**src/rtl/swing_buffer.sv**
```systemverilog
module swing_buffer #(
  parameter int SW = 16,
  parameter int LW = 19
) (
  input  logic            clk,
  input  logic            rst_n,
  input  logic            smp_valid,
  input  logic [SW-1:0]   smp_data,
  input  logic            xfer_done,
  output logic            ram_we,
  output logic [LW:0]     ram_addr,
  output logic [2*SW-1:0] ram_wdata,
  output logic            rd_bank,
  input  logic            reg_wr,
  input  logic [1:0]      reg_addr,
  input  logic [31:0]     reg_wdata,
  output logic [31:0]     reg_rdata,
  output logic            irq
);
  localparam logic [LW-1:0] ONE = LW'(1);

  logic [LW-1:0] len_q, wptr;
  logic [SW-1:0] lo_q;
  logic          bank, half;
  logic [1:0]    msk, sts;
  logic          ptr_rst, sts_wr, last, swap;

  assign ptr_rst   = reg_wr && reg_addr == 2'd3;
  assign sts_wr    = reg_wr && reg_addr == 2'd2;
  assign last      = wptr == len_q - ONE;
  assign ram_we    = smp_valid && half && !ptr_rst;
  assign swap      = ram_we && last;
  assign ram_addr  = {bank, wptr};
  assign ram_wdata = {smp_data, lo_q};
  assign rd_bank   = ~bank;
  assign irq       = |(sts & msk);

  always_ff @(posedge clk) begin
    if (!rst_n) begin
      len_q <= '0;
      wptr  <= '0;
      lo_q  <= '0;
      bank  <= 1'b0;
      half  <= 1'b0;
      msk   <= '0;
      sts   <= '0;
    end else begin
      if (reg_wr && reg_addr == 2'd0) len_q <= reg_wdata[LW-1:0];
      if (reg_wr && reg_addr == 2'd1) msk <= reg_wdata[1:0];
      sts <= (sts & ~(sts_wr ? reg_wdata[1:0] : 2'b00)) | {xfer_done, swap};
      if (ptr_rst) begin
        wptr <= '0;
        half <= 1'b0;
        bank <= 1'b0;
      end else if (smp_valid) begin
        half <= ~half;
        if (!half) lo_q <= smp_data;
        if (half) begin
          if (last) begin
            wptr <= '0;
            bank <= ~bank;
          end else begin
            wptr <= wptr + ONE;
          end
        end
      end
    end
  end

  always_comb begin
    reg_rdata = '0;
    case (reg_addr)
      2'd0:    reg_rdata[LW-1:0] = len_q;
      2'd1:    reg_rdata[1:0] = msk;
      2'd2:    reg_rdata[3:0] = {sts[0] | sts[1], 1'b0, sts};
      default: reg_rdata = '0;
    endcase
  end


  addr_step_chk: assert property (@(posedge clk) disable iff (!rst_n)
    (ram_we && !last) |=> (wptr == $past(wptr) + ONE && bank == $past(bank)));


  bank_swap_chk: assert property (@(posedge clk) disable iff (!rst_n)
    (ram_we && last) |=> (wptr == '0 && bank != $past(bank)));


  swap_flag_chk: assert property (@(posedge clk) disable iff (!rst_n)
    (ram_we && last) |=> reg_addr != 2'd2 || reg_rdata[0]);


  sticky_chk: assert property (@(posedge clk) disable iff (!rst_n)
    (sts[0] && !(sts_wr && reg_wdata[0])) |=> sts[0]);


  irq_rise_chk: assert property (@(posedge clk) disable iff (!rst_n)
    $rose(irq) |-> $past(ram_we || xfer_done || reg_wr));


  ptr_rst_chk: assert property (@(posedge clk) disable iff (!rst_n)
    ptr_rst |=> (wptr == '0 && !half && !bank));
endmodule

```
**config.mk**
```make
export PLATFORM = sky130hd
export DESIGN_NAME = swing_buffer
export DESIGN_NICKNAME = d
export VERILOG_FILES = /design/src/rtl/swing_buffer.sv
export SDC_FILE = /design/constraint.sdc
export NUM_CORES = 1
export LEC_CHECK = 0
export BUFFER_PORTS_ARGS = -buffer_cell sky130_fd_sc_hd__buf_2
export CAP_MARGIN = 10
export CORE_UTILIZATION = 44
export DETAILED_ROUTE_END_ITERATION = 8
export PLACE_DENSITY = 0.77
export SETUP_SLACK_MARGIN = 0.3
export SLEW_MARGIN = 20
export SYNTH_ARGS = -nofsm -noshare
export SYNTH_HDL_FRONTEND = slang
export SYNTH_SLANG_ARGS = --single-unit
```
**constraint.sdc**
```tcl
create_clock -name clk -period 2.6 [get_ports clk]
set_input_delay 0.26 -clock clk [delete_from_list [all_inputs] [get_ports clk]]
set_output_delay 0.26 -clock clk [all_outputs]
set_load 0.01 [all_outputs]
```
==> flow_summary.json <==
{
  "cts_tree": "done",
  "worst_clock_skew_ps": 10.9,
  "synth_top_family_by_area": "simple AND/OR/NAND/NOR gates",
  "hp-class": "in -> reg",
  "overflow": 0,
  "rsz0062_at_grt": "true",
  "finalSetupViolCount": 0,
  "drtIter0Drc": 141,
  "synth_most_common_cell": "nand2_1",
  "syn_inst": 441,
  "place_area_sq_um": 4070,
  "num-fill-cells": 731,
  "p_sw_share_pct": 29.2,
  "n_antenna_cell": 0,
  "vias_per_cell": 5.16,
  "required_ps": 2820,
  "muxShareOfSynthArea_pct": 1.73,
  "ios": 142,
  "yosys.area_share.simple_pct": 29.7,
  "tns_ps": 0,
  "die_h_microns": 91.6,
  "drc": 0,
  "ys_dominant_reg_cell": "dfxtp_1",
  "grt_max_degree": 41,
  "maxCapViolCount": 0,
  "firstDrtPassIters": 4,
  "p_clk_share_pct": 34.9,
  "post-route-period-util_pct": 93.4,
  "worstPathMaxFanout": 7,
  "io_buffers": 115,
  "synth.top_cell.area_share_pct": 34.0,
  "synth.distinct_cells": 55,
  "rr_worst_depth": 10,
  "post-route-min-period_ps": 2430,
  "drive_gt1_share_pct": 34.0,
  "row_count": 32,
  "start_kind": "register",
  "clock-root-buffer": "clkbuf_8",
  "gp_congestion": 0.840,
  "status": "finished clean",
  "synthAdderAreaFrac_pct": 0.708,
  "holdBufCountCts": 0,
  "endpoint_kind": "register",
  "internal_power_mw": 1.50,
  "ys_ff_latch": 60,
  "grt_usage_pct": 22.7,
  "synth.area.top_cells": "dfxtp_1, nand2_1, a21boi_0",
  "async_reset_ff_share_pct": 0,
  "finalHoldViolations": 0,
  "wl_per_cell_microns": 14.2,
  "leakage_nw": 1.99,
  "numCtsBuffers": 9,
  "tightest_slew_ps": 693,
  "fin_area_sq_um": 4440,
  "yosysTopAreaCell": "dfxtp_1",
  "area_growth_pct": 25.6,
  "clk_latency_ps": 340,
  "die_area_sq_um": 8400,
  "final_core_util_pct": 57.2,
  "synth_edf_count": 0,
  "pwr-share-comb_pct": 18.7,
  "start_util_pct": 45.5,
  "synth_compound_area_share_pct": 13.8,
  "relSlewSlack_pct": 53.8,
  "synth_xor_area_share_pct": 10.2,
  "coreArea_sq_um": 7770,
  "antenna_left": 0,
  "clkSlewWorstSetupHoldPaths_ps": 70,
  "num_vias": 3378,
  "met1_length_mm": 3.93,
  "drv_slew": 0,
  "top_layer": "met4",
  "antenna_found_initial": 0,
  "yosys-top-cells-count": "nand2_1, dfxtp_1, a21boi_0",
  "clockBufferDepth": 2,
  "fmax_mhz": 412,
  "postRouteWirelength_mm": 9.32,
  "grt_pass1_wl_mm": 15.0,
  "fp.dieW_microns": 91.6,
  "cp.arrival_ps": 2650,
  "met2_length_mm": 4.56,
  "sequentialPowerShare_pct": 46.3,
  "p_per_area_nw_per_um2": 477,
  "vdd_drop_max_uv": 280,
  "switchingPower_mw": 0.619,
  "final_nets": 605,
  "hpwl_mm": 6.68,
  "critical_path_class": "reg -> reg",
  "postSynthAreaPerCell_sq_um": 8.02,
  "cts.sinks": 60,
  "cts-htree-levels": 3,
  "syn_area_sq_um": 3530,
  "holdPathStages": 3,
  "synth_warnings": 0,
  "yosysSeqAreaShare_pct": 34.0,
  "wl_met3_microns": 602,
  "grt_pass1_vias": 3204
}
critical path, cell delays in order, from the launching register on:
cell and delay [ps]:
dfxtp_1 410, nor3_4 270, buf_4 180, nand3b_1 130
xnor2_1 170, nor4_2 340, nand2_1 140, nor4b_4 310
buf_4 180, clkbuf_16 140, nor3_1 50
power groups by stage:
stage | logic, mW | registers (mW) | clock network, mW
after floorplan | 0.253 | 1.00 | 0
after global placement | 0.334 | 0.998 | 0
after detailed placement | 0.345 | 0.999 | 0
after CTS | 0.366 | 0.980 | 0.755
after global routing | 0.433 | 0.985 | 0.809
final | 0.397 | 0.980 | 0.739
cell families (layout without fill, tap and decap cells):
group                      after synthesis  in the layout
and+or+nand+nor                        206            206
other                                    1             13
xor gates and xnor gates                41             41
adders and majority gates                2              2
muxes                                    6              6
DFF                                     60             60
buffers and inverters                   59            159
AOI/OAI and AO/OA                       66             66
stage by stage:
stage               hold slack [ps]  power (mW)  worst slack [ps]  std cells
floorplan                       397        1.25               177        453
global placement                447        1.33               247        626
detailed placement              452        1.34               177        626
CTS                             140        2.10               213        650
global route                    161        2.23              91.1        655
finish                          155        2.12               172        655
area by class of cell:
type / instances / area [sq um] / area share [%]
repair buffers: 137 / 774 / 17.4
multi-input cells: 334 / 2140 / 48.2
flip-flops and latches: 60 / 1210 / 27.2
clock buffers: 11 / 141 / 3.18
clock inverters: 5 / 27.5 / 0.620
well taps: 102 / 128 / 2.87
inverters: 6 / 22.5 / 0.507
sequential cells by signal, indices dropped and copies added (netlist names):
| signal | cells |
|---|---|
| sts | 2 |
| msk | 2 |
| bank | 1 |
| wptr | 19 |
| lo_q | 16 |
| len_q | 19 |
| half | 1 |
placed cells by master, fill, tap and decap left out, drive strengths merged, types with 6 or more instances in the layout:
cell type	count
buf	136
nand2	92
dfxtp	60
a21boi	36
nor3	27
xnor2	24
nor2	20
xor2	17
and2	17
conb	13
clkbuf	12
nand4	9
inv	6
timing repair:
item | CTS | global route
gates cloned | 1 | 1
gates resized for setup | 7 | 13
endpoints found under the setup margin | 21 | 21
buffers inserted | 7 | 4
pin swaps | 8 | 13
routing by layer:
| layer | track usage [%] | vias to the layer above |
|---|---|---|
| met4 | 11.0 | 0 |
| met5 | 0 | - |
| met2 | 39.6 | 144 |
| li1 | - | 1670 |
| met1 | 26.0 | 1547 |
| met3 | 5.39 | 17 |
worst paths after layout:
check | slack, ps | startpoint | endpoint
max reg2reg | 170 | len_q[3] | wptr[10]
max | 170 | len_q[3] | wptr[10]
min | 160 | xfer_done | sts[1]
min reg2reg | 460 | lo_q[3] | lo_q[3]
No activity file was read; power rests on OpenSTA's default activity.
